File: src/rtl/adc_seq_pkg.sv
package adc_seq_pkg;
    localparam int unsigned SEQ_CHAN_W  = 3;
    localparam int unsigned SEQ_ENTRIES = 8;
    localparam int unsigned SEQ_IDX_W   = 3;
    localparam int unsigned SEQ_LIST_W  = SEQ_CHAN_W * SEQ_ENTRIES;

    localparam logic [1:0] ADDR_CTRL = 2'd0;
    localparam logic [1:0] ADDR_LIST = 2'd1;
    localparam logic [1:0] ADDR_TIME = 2'd2;
    localparam logic [1:0] ADDR_DATA = 2'd3;

    localparam int unsigned B_ENABLE = 0;
    localparam int unsigned B_CONT   = 1;
    localparam int unsigned B_START  = 2;
    localparam int unsigned B_STOP   = 14;
    localparam int unsigned B_LAST   = 24;
    localparam int unsigned B_DSEL   = 8;
    localparam int unsigned B_NARROW = 16;

    typedef enum logic [1:0] {
        ST_IDLE = 2'd0,
        ST_WAIT = 2'd1,
        ST_CONV = 2'd2
    } seq_state_e;
endpackage

File: src/rtl/adc_seq_fifo.sv
module adc_seq_fifo #(
    parameter int unsigned DEPTH = 32,
    parameter int unsigned WIDTH = 15,
    parameter int unsigned CNT_W = $clog2(DEPTH) + 1
) (
    input  logic             clk,
    input  logic             rst_n,
    input  logic             push,
    input  logic [WIDTH-1:0] push_data,
    input  logic             pop,
    output logic [WIDTH-1:0] head,
    output logic [CNT_W-1:0] count,
    output logic             full,
    output logic             empty
);
    localparam int unsigned AW = $clog2(DEPTH);

    typedef struct packed {
        logic [AW-1:0]    wp;
        logic [AW-1:0]    rp;
        logic [CNT_W-1:0] cnt;
        logic [WIDTH-1:0] last;
    } fifo_regs_t;

    fifo_regs_t q, d;
    logic [WIDTH-1:0] mem [DEPTH];
    logic push_ok, pop_ok;

    function automatic logic [AW-1:0] step(input logic [AW-1:0] p);
        return (p == AW'(DEPTH - 1)) ? '0 : p + 1'b1;
    endfunction

    assign full    = (q.cnt == CNT_W'(DEPTH));
    assign empty   = (q.cnt == '0);
    assign pop_ok  = pop && !empty;
    assign push_ok = push && (!full || pop_ok);
    assign count   = q.cnt;
    assign head    = empty ? q.last : mem[q.rp];

    always_comb begin
        d = q;
        if (push_ok) d.wp = step(q.wp);
        if (pop_ok) begin
            d.rp   = step(q.rp);
            d.last = mem[q.rp];
        end
        d.cnt = q.cnt + CNT_W'(push_ok) - CNT_W'(pop_ok);
    end

    always_ff @(posedge clk or negedge rst_n) begin
        if (!rst_n) q <= '0;
        else        q <= d;
    end

    always_ff @(posedge clk) begin
        if (push_ok) mem[q.wp] <= push_data;
    end
endmodule

File: src/rtl/adc_seq_delay.sv
module adc_seq_delay #(
    parameter int unsigned CNT_W     = 8,
    parameter int unsigned SEL_W     = 2,
    parameter int unsigned PRE_SHIFT = 2
) (
    input  logic             clk,
    input  logic             rst_n,
    input  logic             load,
    input  logic             run,
    input  logic [CNT_W-1:0] cnt_in,
    input  logic [SEL_W-1:0] sel_in,
    output logic             expire
);
    localparam int unsigned PRE_W = (((1 << SEL_W) - 1) * PRE_SHIFT) > 0 ?
                                    (((1 << SEL_W) - 1) * PRE_SHIFT) : 1;

    typedef struct packed {
        logic [CNT_W-1:0] cnt;
        logic [PRE_W-1:0] pre;
    } dly_regs_t;

    dly_regs_t q, d;
    logic [PRE_W:0]   period;
    logic [PRE_W:0]   period_m1;
    logic [PRE_W-1:0] pre_load;

    always_comb begin
        period    = (PRE_W + 1)'(1) << (int'(sel_in) * PRE_SHIFT);
        period_m1 = period - (PRE_W + 1)'(1);
        pre_load  = period_m1[PRE_W-1:0];
    end

    assign expire = run && (q.pre == '0) && (q.cnt == '0);

    always_comb begin
        d = q;
        if (load) begin
            d.cnt = cnt_in;
            d.pre = pre_load;
        end else if (run) begin
            if (q.pre != '0) begin
                d.pre = q.pre - 1'b1;
            end else if (q.cnt != '0) begin
                d.cnt = q.cnt - 1'b1;
                d.pre = pre_load;
            end
        end
    end

    always_ff @(posedge clk or negedge rst_n) begin
        if (!rst_n) q <= '0;
        else        q <= d;
    end
endmodule

File: src/rtl/adc_seq_top.sv
module adc_seq_top
    import adc_seq_pkg::*;
#(
    parameter int unsigned FIFO_DEPTH = 32,
    parameter int unsigned SAMPLE_W   = 12,
    parameter int unsigned NARROW_W   = 10,
    parameter int unsigned DLY_W      = 8,
    parameter int unsigned DSEL_W     = 2,
    parameter int unsigned PRE_SHIFT  = 2
) (
    input  logic                  clk,
    input  logic                  rst_n,
    input  logic                  reg_we,
    input  logic                  reg_re,
    input  logic [1:0]            reg_addr,
    input  logic [31:0]           reg_wdata,
    output logic [31:0]           reg_rdata,
    output logic                  conv_req,
    output logic [SEQ_CHAN_W-1:0] conv_sel,
    input  logic                  conv_done,
    input  logic [SAMPLE_W-1:0]   conv_result
);
    localparam int unsigned WORD_W = SEQ_CHAN_W + SAMPLE_W;
    localparam int unsigned CNT_W  = $clog2(FIFO_DEPTH) + 1;

    typedef struct packed {
        seq_state_e             st;
        logic [SEQ_IDX_W-1:0]   idx;
        logic [SEQ_CHAN_W-1:0]  sel;
        logic                   stop_pend;
        logic                   en;
        logic                   cont;
        logic [SEQ_LIST_W-1:0]  list;
        logic [SEQ_IDX_W-1:0]   last;
        logic [DLY_W-1:0]       dcnt;
        logic [DSEL_W-1:0]      dsel;
        logic                   narrow;
    } seq_regs_t;

    seq_regs_t q, d;

    logic w_ctrl, w_list, w_time, start_go, stop_req;
    logic tmr_load, tmr_expire, seq_busy;
    logic fifo_push, pop_req, fifo_full, fifo_empty;
    logic [CNT_W-1:0]    fifo_cnt;
    logic [WORD_W-1:0]   fifo_head;
    logic [SAMPLE_W-1:0] keep_mask;
    logic [31:0]         rd_status;
    logic                wr_unused;

    function automatic logic [SEQ_CHAN_W-1:0] entry_of(input logic [SEQ_LIST_W-1:0] lst,
                                                      input logic [SEQ_IDX_W-1:0] i);
        return lst[int'(i) * SEQ_CHAN_W +: SEQ_CHAN_W];
    endfunction

    assign w_ctrl   = reg_we && (reg_addr == ADDR_CTRL);
    assign w_list   = reg_we && (reg_addr == ADDR_LIST);
    assign w_time   = reg_we && (reg_addr == ADDR_TIME);
    assign stop_req = w_ctrl && reg_wdata[B_STOP];
    assign start_go = w_ctrl && reg_wdata[B_START] && reg_wdata[B_ENABLE] && !reg_wdata[B_STOP];
    assign pop_req  = reg_re && (reg_addr == ADDR_DATA);
    assign seq_busy = (q.st != ST_IDLE);
    assign conv_req = (q.st == ST_CONV);
    assign conv_sel = q.sel;
    assign keep_mask = q.narrow ? {{(SAMPLE_W - NARROW_W){1'b0}}, {NARROW_W{1'b1}}} : '1;
    assign wr_unused = ^{reg_wdata, fifo_cnt};

    always_comb begin
        d         = q;
        tmr_load  = 1'b0;
        fifo_push = 1'b0;
        if (w_ctrl) begin
            d.en   = reg_wdata[B_ENABLE];
            d.cont = reg_wdata[B_CONT];
        end
        if (w_list) begin
            d.list = reg_wdata[SEQ_LIST_W-1:0];
            d.last = reg_wdata[B_LAST +: SEQ_IDX_W];
        end
        if (w_time) begin
            d.dcnt   = reg_wdata[DLY_W-1:0];
            d.dsel   = reg_wdata[B_DSEL +: DSEL_W];
            d.narrow = reg_wdata[B_NARROW];
        end
        case (q.st)
            ST_IDLE: begin
                if (start_go) begin
                    d.st        = ST_WAIT;
                    d.idx       = '0;
                    d.sel       = entry_of(q.list, '0);
                    d.stop_pend = 1'b0;
                    tmr_load    = 1'b1;
                end
            end
            ST_WAIT: begin
                if (stop_req)        d.st = ST_IDLE;
                else if (tmr_expire) d.st = ST_CONV;
            end
            ST_CONV: begin
                if (stop_req) d.stop_pend = 1'b1;
                if (conv_done) begin
                    fifo_push = 1'b1;
                    if (q.stop_pend || stop_req) begin
                        d.st        = ST_IDLE;
                        d.stop_pend = 1'b0;
                    end else if (q.idx == q.last) begin
                        if (q.cont) begin
                            d.st     = ST_WAIT;
                            d.idx    = '0;
                            d.sel    = entry_of(q.list, '0);
                            tmr_load = 1'b1;
                        end else begin
                            d.st = ST_IDLE;
                        end
                    end else begin
                        d.st     = ST_WAIT;
                        d.idx    = q.idx + 1'b1;
                        d.sel    = entry_of(q.list, q.idx + 1'b1);
                        tmr_load = 1'b1;
                    end
                end
            end
            default: d.st = ST_IDLE;
        endcase
    end

    always_ff @(posedge clk or negedge rst_n) begin
        if (!rst_n) q <= '0;
        else        q <= d;
    end

    adc_seq_delay #(
        .CNT_W     (DLY_W),
        .SEL_W     (DSEL_W),
        .PRE_SHIFT (PRE_SHIFT)
    ) u_delay (
        .clk    (clk),
        .rst_n  (rst_n),
        .load   (tmr_load),
        .run    (q.st == ST_WAIT),
        .cnt_in (q.dcnt),
        .sel_in (q.dsel),
        .expire (tmr_expire)
    );

    adc_seq_fifo #(
        .DEPTH (FIFO_DEPTH),
        .WIDTH (WORD_W),
        .CNT_W (CNT_W)
    ) u_fifo (
        .clk       (clk),
        .rst_n     (rst_n),
        .push      (fifo_push),
        .push_data ({q.sel, conv_result & keep_mask}),
        .pop       (pop_req),
        .head      (fifo_head),
        .count     (fifo_cnt),
        .full      (fifo_full),
        .empty     (fifo_empty)
    );

    always_comb begin
        rd_status          = '0;
        rd_status[28]      = seq_busy;
        rd_status[27]      = fifo_full;
        rd_status[26]      = fifo_empty;
        rd_status[25:21]   = 5'(fifo_cnt);
        rd_status[B_CONT]  = q.cont;
        rd_status[B_ENABLE] = q.en;
        case (reg_addr)
            ADDR_CTRL: reg_rdata = rd_status;
            ADDR_LIST: reg_rdata = {5'b0, q.last, q.list};
            ADDR_TIME: reg_rdata = 32'({q.narrow, 6'b0, q.dsel, q.dcnt});
            default:   reg_rdata = 32'(fifo_head);
        endcase
    end
endmodule

File: config.mk
export PLATFORM = sky130hd
export DESIGN_NAME = adc_seq_top
export DESIGN_NICKNAME = d
export VERILOG_FILES = /design/src/rtl/adc_seq_pkg.sv /design/src/rtl/adc_seq_fifo.sv /design/src/rtl/adc_seq_delay.sv /design/src/rtl/adc_seq_top.sv
export SDC_FILE = /design/constraint.sdc
export NUM_CORES = 1
export LEC_CHECK = 0
export BUFFER_PORTS_ARGS = -buffer_cell sky130_fd_sc_hd__buf_2
export CORE_MARGIN = 5
export CORE_UTILIZATION = 66
export DETAILED_ROUTE_END_ITERATION = 16
export PLACE_DENSITY = 0.83
export SLEW_MARGIN = 20
export SYNTH_ARGS = -nofsm -noshare
export SYNTH_HDL_FRONTEND = slang
export SYNTH_SLANG_ARGS = --single-unit
File: constraint.sdc
create_clock -name clk -period 8.35 [get_ports clk]
set_input_delay 0 -clock clk [delete_from_list [all_inputs] [get_ports clk]]
set_output_delay 0 -clock clk [all_outputs]
set_load 0.01 [all_outputs]
==> summary.txt, run 1 <==
Clock network
  – Clk slew on worst S/H paths: 0.06 ns
  – Worst-skew pair later-pin latency: 0.59 ns
  – H-tree depth: 2
  – CTS resizes: 0
  – Clock Path Buffers: 3
  – TritonCTS clock tree: built
  – Clock buffer count from CTS: 54
  – Clock root buffer: clkbuf_16
  – Clk sinks: 574

Status
  – Outcome: finished, final reports clean

Synthesis
  – Synth unique cells: 61
  – Synthesized area: 23490 um2
  – Dominant cells by area after synthesis: edfxtp_1 61%, dfrtp_1 10%, mux4_2 9.3%, mux2i_1 2.8%, mux2_2 2.1%
  – Area leader, netlist: edfxtp_1
  – Yosys top cell area share: 0.6137
  – Most numerous cell in the Yosys netlist: edfxtp_1
  – Syn Inst Count: 1337
  – EDFF count, synth: 480
  – Async set or reset register ratio after synthesis: 0.1638
  – Synth Warn #: 0
  – #FFs+latches synth: 574
  – Register area share after synthesis: 0.7139
  – Avg Cell Area, Syn: 17.57 um2
  – Top post-synthesis cells by count: 480 x edfxtp_1, 97 x mux4_2, 94 x dfrtp_1, 66 x mux2i_1, 65 x nor2_1
  – Dominant synthesized flop cell: edfxtp_1

Pwr
  – PD cells: 301.4 nW/um2
  – Peak VDD IR: 0.0002254 V
  – Leakage power: 9.379 nW

Global route
  – GRT Max-Usage Layer: met2
  – First-pass GRT wire length: 85220 um
  – Gr usage total: 0.2950
  – M1 GR Usage: 0.4110
  – Initial antenna violation count: 1
  – Global-route met2 utilization: 0.4828
  – Largest net degree at the start of global routing: 72
  – GRT overflow: 0
  – Vias in the first global route: 13585
  – Met3 GRT Util: 0.06606

Floorplanning
  – Starting Density: 0.6651
  – Die X: 198.6 um
  – Die ar.: 39460 um2
  – Core ar.: 35310 um2
  – Rows: 69
  – Die Y: 198.6 um
  – Top-level I/O count: 87

Timing
  – Final Cycle Share: 0.5465
  – Worst slew margin: 0.3299
  – Worst-margin pin slew: 1.005 ns
  – Min Hold Slack: 0.03126 ns
  – Clk_skew: 0.01428 ns
  – RSZ-0062 raised after global routing: false
  – # setup viols final: 0
  – Tmin final: 4.563 ns
  – Max Fclk: 219.1 MHz
  – Final Hold Fails: 0
  – Post-Route Setup TNS: 0 ns
  – Slew Limit Fails: 0

Worst hold path
  – Hold crit path type: input pin to async pin

Final layout
  – Share of layout cells above drive strength 1: 0.2441
  – N_diodes: 0
  – Final net count: 1556
  – Fill cells: 1908
  – Area delta synth->final: 13.13%
  – Final non-filler cell total: 1985
  – Final core occ: 0.7524

Place
  – Port Buf Inserts: 78
  – Gpl congestion: 0.8788
  – Post-placement cell count: 1849
  – Hpwl dp: 34300 um

Setup path
  – Critical Path Source Type: flip-flop
  – CP Capture Type: primary output
  – Critical-path cell list: buf_4, mux2i_1, o22ai_1, a211oi_1, a22o_1, o21ai_1, mux4_2, buf_2
  – Worst EP required: 8.35 ns
  – Crit Path Class: flip-flop to primary output
  – CP top delay family: compound AO/OA/AOI/OAI gates
  – CP Data Arrival Time: 4.56 ns
  – Setup slack, reg-to-reg: 4.65 ns
  – Critical-path top delay cell: dfrtp_4
  – Worst-path fanout max: 59
  – Slowest stage delay, CP: 1.04 ns
  – WP buf/inv: 2

Drt
  – Final WL: 57250 um
  – Vias per cell: 6.825
  – Vias: 13547
  – 1st-pass router iterations: 6
  – Drt initial violations: 1646
  – WL per Instance: 28.84 um
  – Drt drc: 0
  – Antenna Nets Post-Route: 0

Job
  – Maxcap violations: 0
-- path summary, 6_finish.rpt --
check                           startpoint                 end  cells past startpoint
max                           u_fifo.q[21]        reg_rdata[0]                      8
min                                  rst_n               q[29]                      3
max reg2reg                u_fifo.count[4]  u_fifo.mem[15][14]                     10
min reg2reg                    u_fifo.q[0]         u_fifo.q[0]                      2
max in group asynchronous            rst_n        u_fifo.q[21]                      3
min in group clk                    reg_re         u_fifo.q[5]                      5
-- layout make-up --
cell class              count  area (um2)  area share
well taps                 461       576.8     0.02171
flip-flops and latches    574       16770      0.6313
repair buffers            168        1159     0.04361
inverters                  32       120.1    0.004521
clock inverters            33       297.8     0.01121
clock buffers              65        1424     0.05359
multi-input cells         652        6218      0.2341
-- layer usage --
layer / up-vias / wire [um]
li1: 5614 / -
met1: 6921 / 20980
met2: 886 / 28610
met3: 124 / 6095
met4: 2 / 1553
met5: - / 13
-- timing repair --
| action | in CTS | in global routing |
|---|---|---|
| hold buffers | 38 | 0 |
| hold endpoints to repair | 263 | 0 |
| setup buffers | 0 | 0 |
-- per-stage QoR --
step / cell area (um2) / worst slack (ns) / power (W)
2_1_floorplan: 23490 / 5.176 / 0.004888
3_3_place_gp: 24470 / 4.393 / 0.005531
3_5_place_dp: 24470 / 4.361 / 0.005608
4_1_cts: 26570 / 3.720 / 0.008004
5_1_grt: 26570 / 3.553 / 0.008309
6_report: 26570 / 3.787 / 0.008007
-- worst register-to-register path: cells and delay by family (launching register included) --
| family | cells | cell delay (ns) |
|---|---|---|
| and+or+nand+nor | 4 | 1.60 |
| buffers and inverters | 4 | 0.73 |
| DFF | 1 | 0.39 |
| AOI/OAI and AO/OA | 1 | 0.37 |
| adders and majority gates | 1 | 0.22 |
-- power by group --
group          switching (W)  leakage, nW  total [W]  internal [W]
combinational        0.00122         3.10    0.00203      0.000808
clock                0.00102        0.848    0.00239       0.00137
sequential          0.000225         5.43    0.00359       0.00336
total                0.00247         9.38    0.00801       0.00554
-- cells in the final DEF, fill, tap and decap left out, types with 15 or more instances in the layout --
master | synthesis | final
nor2_1 | 65 | 62
nand2_1 | 46 | 46
dfrtp_1 | 94 | 91
a22oi_1 | 37 | 37
mux2i_1 | 66 | 66
mux4_2 | 97 | 97
a211oi_1 | 19 | 19
dlygate4sd3_1 | 0 | 37
o21ai_1 | 29 | 29
o221ai_1 | 17 | 17
buf_2 | 22 | 78
mux2_2 | 44 | 44
edfxtp_1 | 480 | 480
a21oi_1 | 35 | 35
buf_4 | 13 | 53
nand3_1 | 16 | 16
inv_1 | 31 | 31
clkinv_2 | 0 | 15
clkbuf_16 | 0 | 55
ha_1 | 22 | 22
o21ai_0 | 29 | 29
a22o_1 | 17 | 17
-- logic make-up after synthesis --
kind of cell / share of synthesized area
DFF: 0.7139
AOI/OAI and AO/OA: 0.06196
muxes: 0.1461
and+or+nand+nor: 0.03756
buffers and inverters: 0.02328
adders and majority gates: 0.01257
xor gates and xnor gates: 0.004475
other: 0.0001597
-- flip-flops by register name (all words and copies together) (netlist names) --
register,cells
conv_sel,3
u_fifo.count,6
q,46
u_fifo.mem,480
u_delay.q,14
u_fifo.q,25
Note: power is estimated with default switching activity, not from simulation.
==> run 2: changes to the inputs <==
--- a/config.mk
+++ b/config.mk
@@ -7,9 +7,9 @@
 export LEC_CHECK = 0
 export BUFFER_PORTS_ARGS = -buffer_cell sky130_fd_sc_hd__buf_2
 export CORE_MARGIN = 5
-export CORE_UTILIZATION = 66
+export CORE_UTILIZATION = 56
 export DETAILED_ROUTE_END_ITERATION = 16
-export PLACE_DENSITY = 0.83
+export PLACE_DENSITY = 0.75
 export SLEW_MARGIN = 20
 export SYNTH_ARGS = -nofsm -noshare
 export SYNTH_HDL_FRONTEND = slang
==> constraint.sdc (replaced) <==
create_clock -name clk -period 4 [get_ports clk]
set_input_delay 0 -clock clk [delete_from_list [all_inputs] [get_ports clk]]
set_output_delay 0 -clock clk [all_outputs]
set_load 0.01 [all_outputs]
==> run 2 against run 1 <==
- routed wire length fell by 1.3%
- power is 120% higher
- die area is 17% higher
- cell count is 5.3% higher
- critical path depth decreased by 2
- critical path type unchanged
- sequential power grew 110%
==> summary.txt, run 2 (synthesized netlist as in run 1, its figures left out) <==
Status
  – Outcome: finished, final reports clean (unchanged)

Clock network
  – Worst-skew pair later-pin latency: 0.62 ns (was 0.59 ns)
  – Post-CTS Hold Buffers: 40 (was 38)
  – Clock root buffer: clkbuf_16 (unchanged)
  – TritonCTS clock tree: built (unchanged)
  – Postcts setup bufs: 0 (unchanged)
  – H-tree depth: 2 (unchanged)
  – Clk sinks: 574 (unchanged)
  – Clock Path Buffers: 3 (unchanged)
  – CTS resizes: 0 (unchanged)
  – Clock buffer count from CTS: 55 (was 54)
  – Clk slew on worst S/H paths: 0.06 ns (about the same)

Drt
  – Vias: 13400 (was 13547)
  – WL met2: 27150 um (was 28610 um)
  – Met3 routed WL: 5342 um (was 6095 um)
  – Final WL: 56520 um (was 57250 um)
  – Metal-1 WL: 22390 um (was 20980 um)
  – Antenna Nets Post-Route: 0 (unchanged)
  – Top sig layer: met5 (unchanged)
  – 1st-pass router iterations: 5 (was 6)
  – WL per Instance: 27.04 um (was 28.84 um)
  – Vias per cell: 6.411 (was 6.825)
  – Drt initial violations: 2150 (was 1646)
  – Drt drc: 0 (unchanged)

Place
  – Hpwl dp: 35090 um (was 34300 um)
  – Dpl cell area: 24700 um2 (was 24470 um2)
  – Gpl congestion: 0.8606 (was 0.8788)
  – Port Buf Inserts: 78 (unchanged)

Global route
  – Vias in the first global route: 13545 (was 13585)
  – Initial antenna violation count: 1 (unchanged)
  – Largest net degree at the start of global routing: 70 (was 72)
  – Gr usage total: 0.2458 (was 0.2950)
  – GRT overflow: 0 (unchanged)
  – First-pass GRT wire length: 85660 um (was 85220 um)

Final layout
  – N_diodes: 0 (unchanged)
  – Final core occ: 0.6486 (was 0.7524)
  – Final Cell Area: 27080 um2 (was 26570 um2)
  – Share of layout cells above drive strength 1: 0.2540 (was 0.2441)
  – Leading cell types in the layout, fill and taps excluded: 480 x edfxtp_1, 97 x mux4_2, 91 x dfrtp_1 (unchanged)
  – Commonest non-fill, non-tap cell in the layout: edfxtp_1 (unchanged)
  – Area delta synth->final: 15.33% (was 13.13%)
  – Reg with most FFs: u_fifo.mem (unchanged)
  – Largest register FFs: 480 (unchanged)
  – Final net count: 1578 (was 1556)
  – Fill cells: 2744 (was 1908)
  – Leading registers by flop count: u_fifo.mem x480, q x46, u_fifo.q x25 (unchanged)

Floorplanning
  – Die Y: 214.8 um (was 198.6 um)
  – Starting Density: 0.5624 (was 0.6651)
  – Rows: 75 (was 69)
  – Die X: 214.8 um (was 198.6 um)
  – Top-level I/O count: 87 (unchanged)
  – Core ar.: 41760 um2 (was 35310 um2)
  – Die ar.: 46130 um2 (was 39460 um2)

Setup path
  – CP Data Arrival Time: 3.72 ns (was 4.56 ns)
  – CP Capture Type: primary output (unchanged)
  – Worst EP required: 4.00 ns (was 8.35 ns)
  – Crit Path Class: flip-flop to primary output (unchanged)
  – Worst-path fanout max: 64 (was 59)
  – Critical Path Source Type: flip-flop (unchanged)

Timing
  – Slew Limit Fails: 0 (unchanged)
  – Worst-margin pin slew: 0.9495 ns (was 1.005 ns)
  – Max Fclk: 268.6 MHz
  – Tmin final: 3.723 ns
  – Final Cycle Share: 0.9307
  – Clk_skew: 0.02591 ns (was 0.01428 ns)
  – Worst slew margin: 0.3670 (was 0.3299)
  – RSZ-0062 raised after global routing: false (unchanged)
  – Final Hold Fails: 0 (unchanged)
  – Post-Route Setup TNS: 0 ns (unchanged)
  – # setup viols final: 0 (unchanged)

Pwr
  – PD cells: 639.3 nW/um2 (was 301.4 nW/um2)
  – Peak VDD IR: 0.0003938 V (was 0.0002254 V)
  – Leakage power: 9.607 nW (was 9.379 nW)

Worst hold path
  – Hold crit path type: input pin to async pin (unchanged)

Job
  – Maxcap violations: 0 (unchanged)
==> run 2: cell types whose count changed in the layout (fill, tap and decap cells not counted), moves of 2 or more <==
| cell | before | now |
|---|---|---|
| buf_4 | 53 | 69 |
| bufinv_16 | 5 | 12 |
| clkbuf_1 | 9 | 7 |
| dlygate4sd3_1 | 37 | 42 |
| inv_6 | 1 | 3 |
| nor2_1 | 62 | 64 |
| nor2_2 | 3 | 1 |
| nor2b_2 | 4 | 2 |
| nor2b_4 | 0 | 2 |
==> run 2: layout make-up <==
| type | instances | area [um2] | share of cell area |
|---|---|---|---|
| clock buffer | 63 | 1428 | 0.05271 |
| clock inverter | 41 | 523.0 | 0.01931 |
| inverter | 32 | 120.1 | 0.004435 |
| multi-input combinational | 652 | 6223 | 0.2298 |
| sequential | 574 | 16770 | 0.6193 |
| tap | 539 | 674.4 | 0.02490 |
| timing repair buffer | 189 | 1344 | 0.04961 |
==> run 2: where the power goes <==
part	switching (W)	internal (W)	total [W]
clock network	0.00224	0.00334	0.00559
registers	0.000489	0.00702	0.00751
logic	0.00249	0.00173	0.00422
total	0.00522	0.0121	0.0173
==> run 2: critical path: stages (launching register included) <==
cell	delay, ns
dfrtp_4	0.80
buf_12	0.45
mux4_2	0.58
a211oi_1	0.61
a22o_1	0.34
o21ai_1	0.09
buf_2	0.16
==> run 2: per-stage QoR <==
stage	setup slack (ns)	hold WS, ns	total power (W)	instances
floorplan	0.8256	-0.2956	0.01020	1339
global placement	0.9596	0.1856	0.01163	1944
detailed placement	0.9300	0.1881	0.01176	1944
CTS	0.2821	0.05047	0.01736	2088
global route	0.1733	0.1457	0.01801	2090
finish	0.2773	0.06313	0.01732	2090
==> run 2: per-layer routing <==
metal	GRT usage	vias to the layer above
li1	-	5672
met1	0.3509	6891
met2	0.3929	725
met3	0.05207	110
met4	0.06700	2
met5	0	-
==> run 2: path summary, 6_finish.rpt <==
path                            startpoint                 end  slack, ns  cells past startpoint
max                           u_fifo.q[21]        reg_rdata[5]       0.28                      6
min                                  rst_n               q[35]       0.06                      2
max reg2reg                u_fifo.count[2]  u_fifo.mem[14][12]       0.93                     10
min reg2reg                    u_fifo.q[7]         u_fifo.q[7]       0.49                      2
max in group asynchronous            rst_n       u_delay.q[11]       2.96                      3
min in group clk                    reg_re        u_fifo.q[29]       0.09                      5
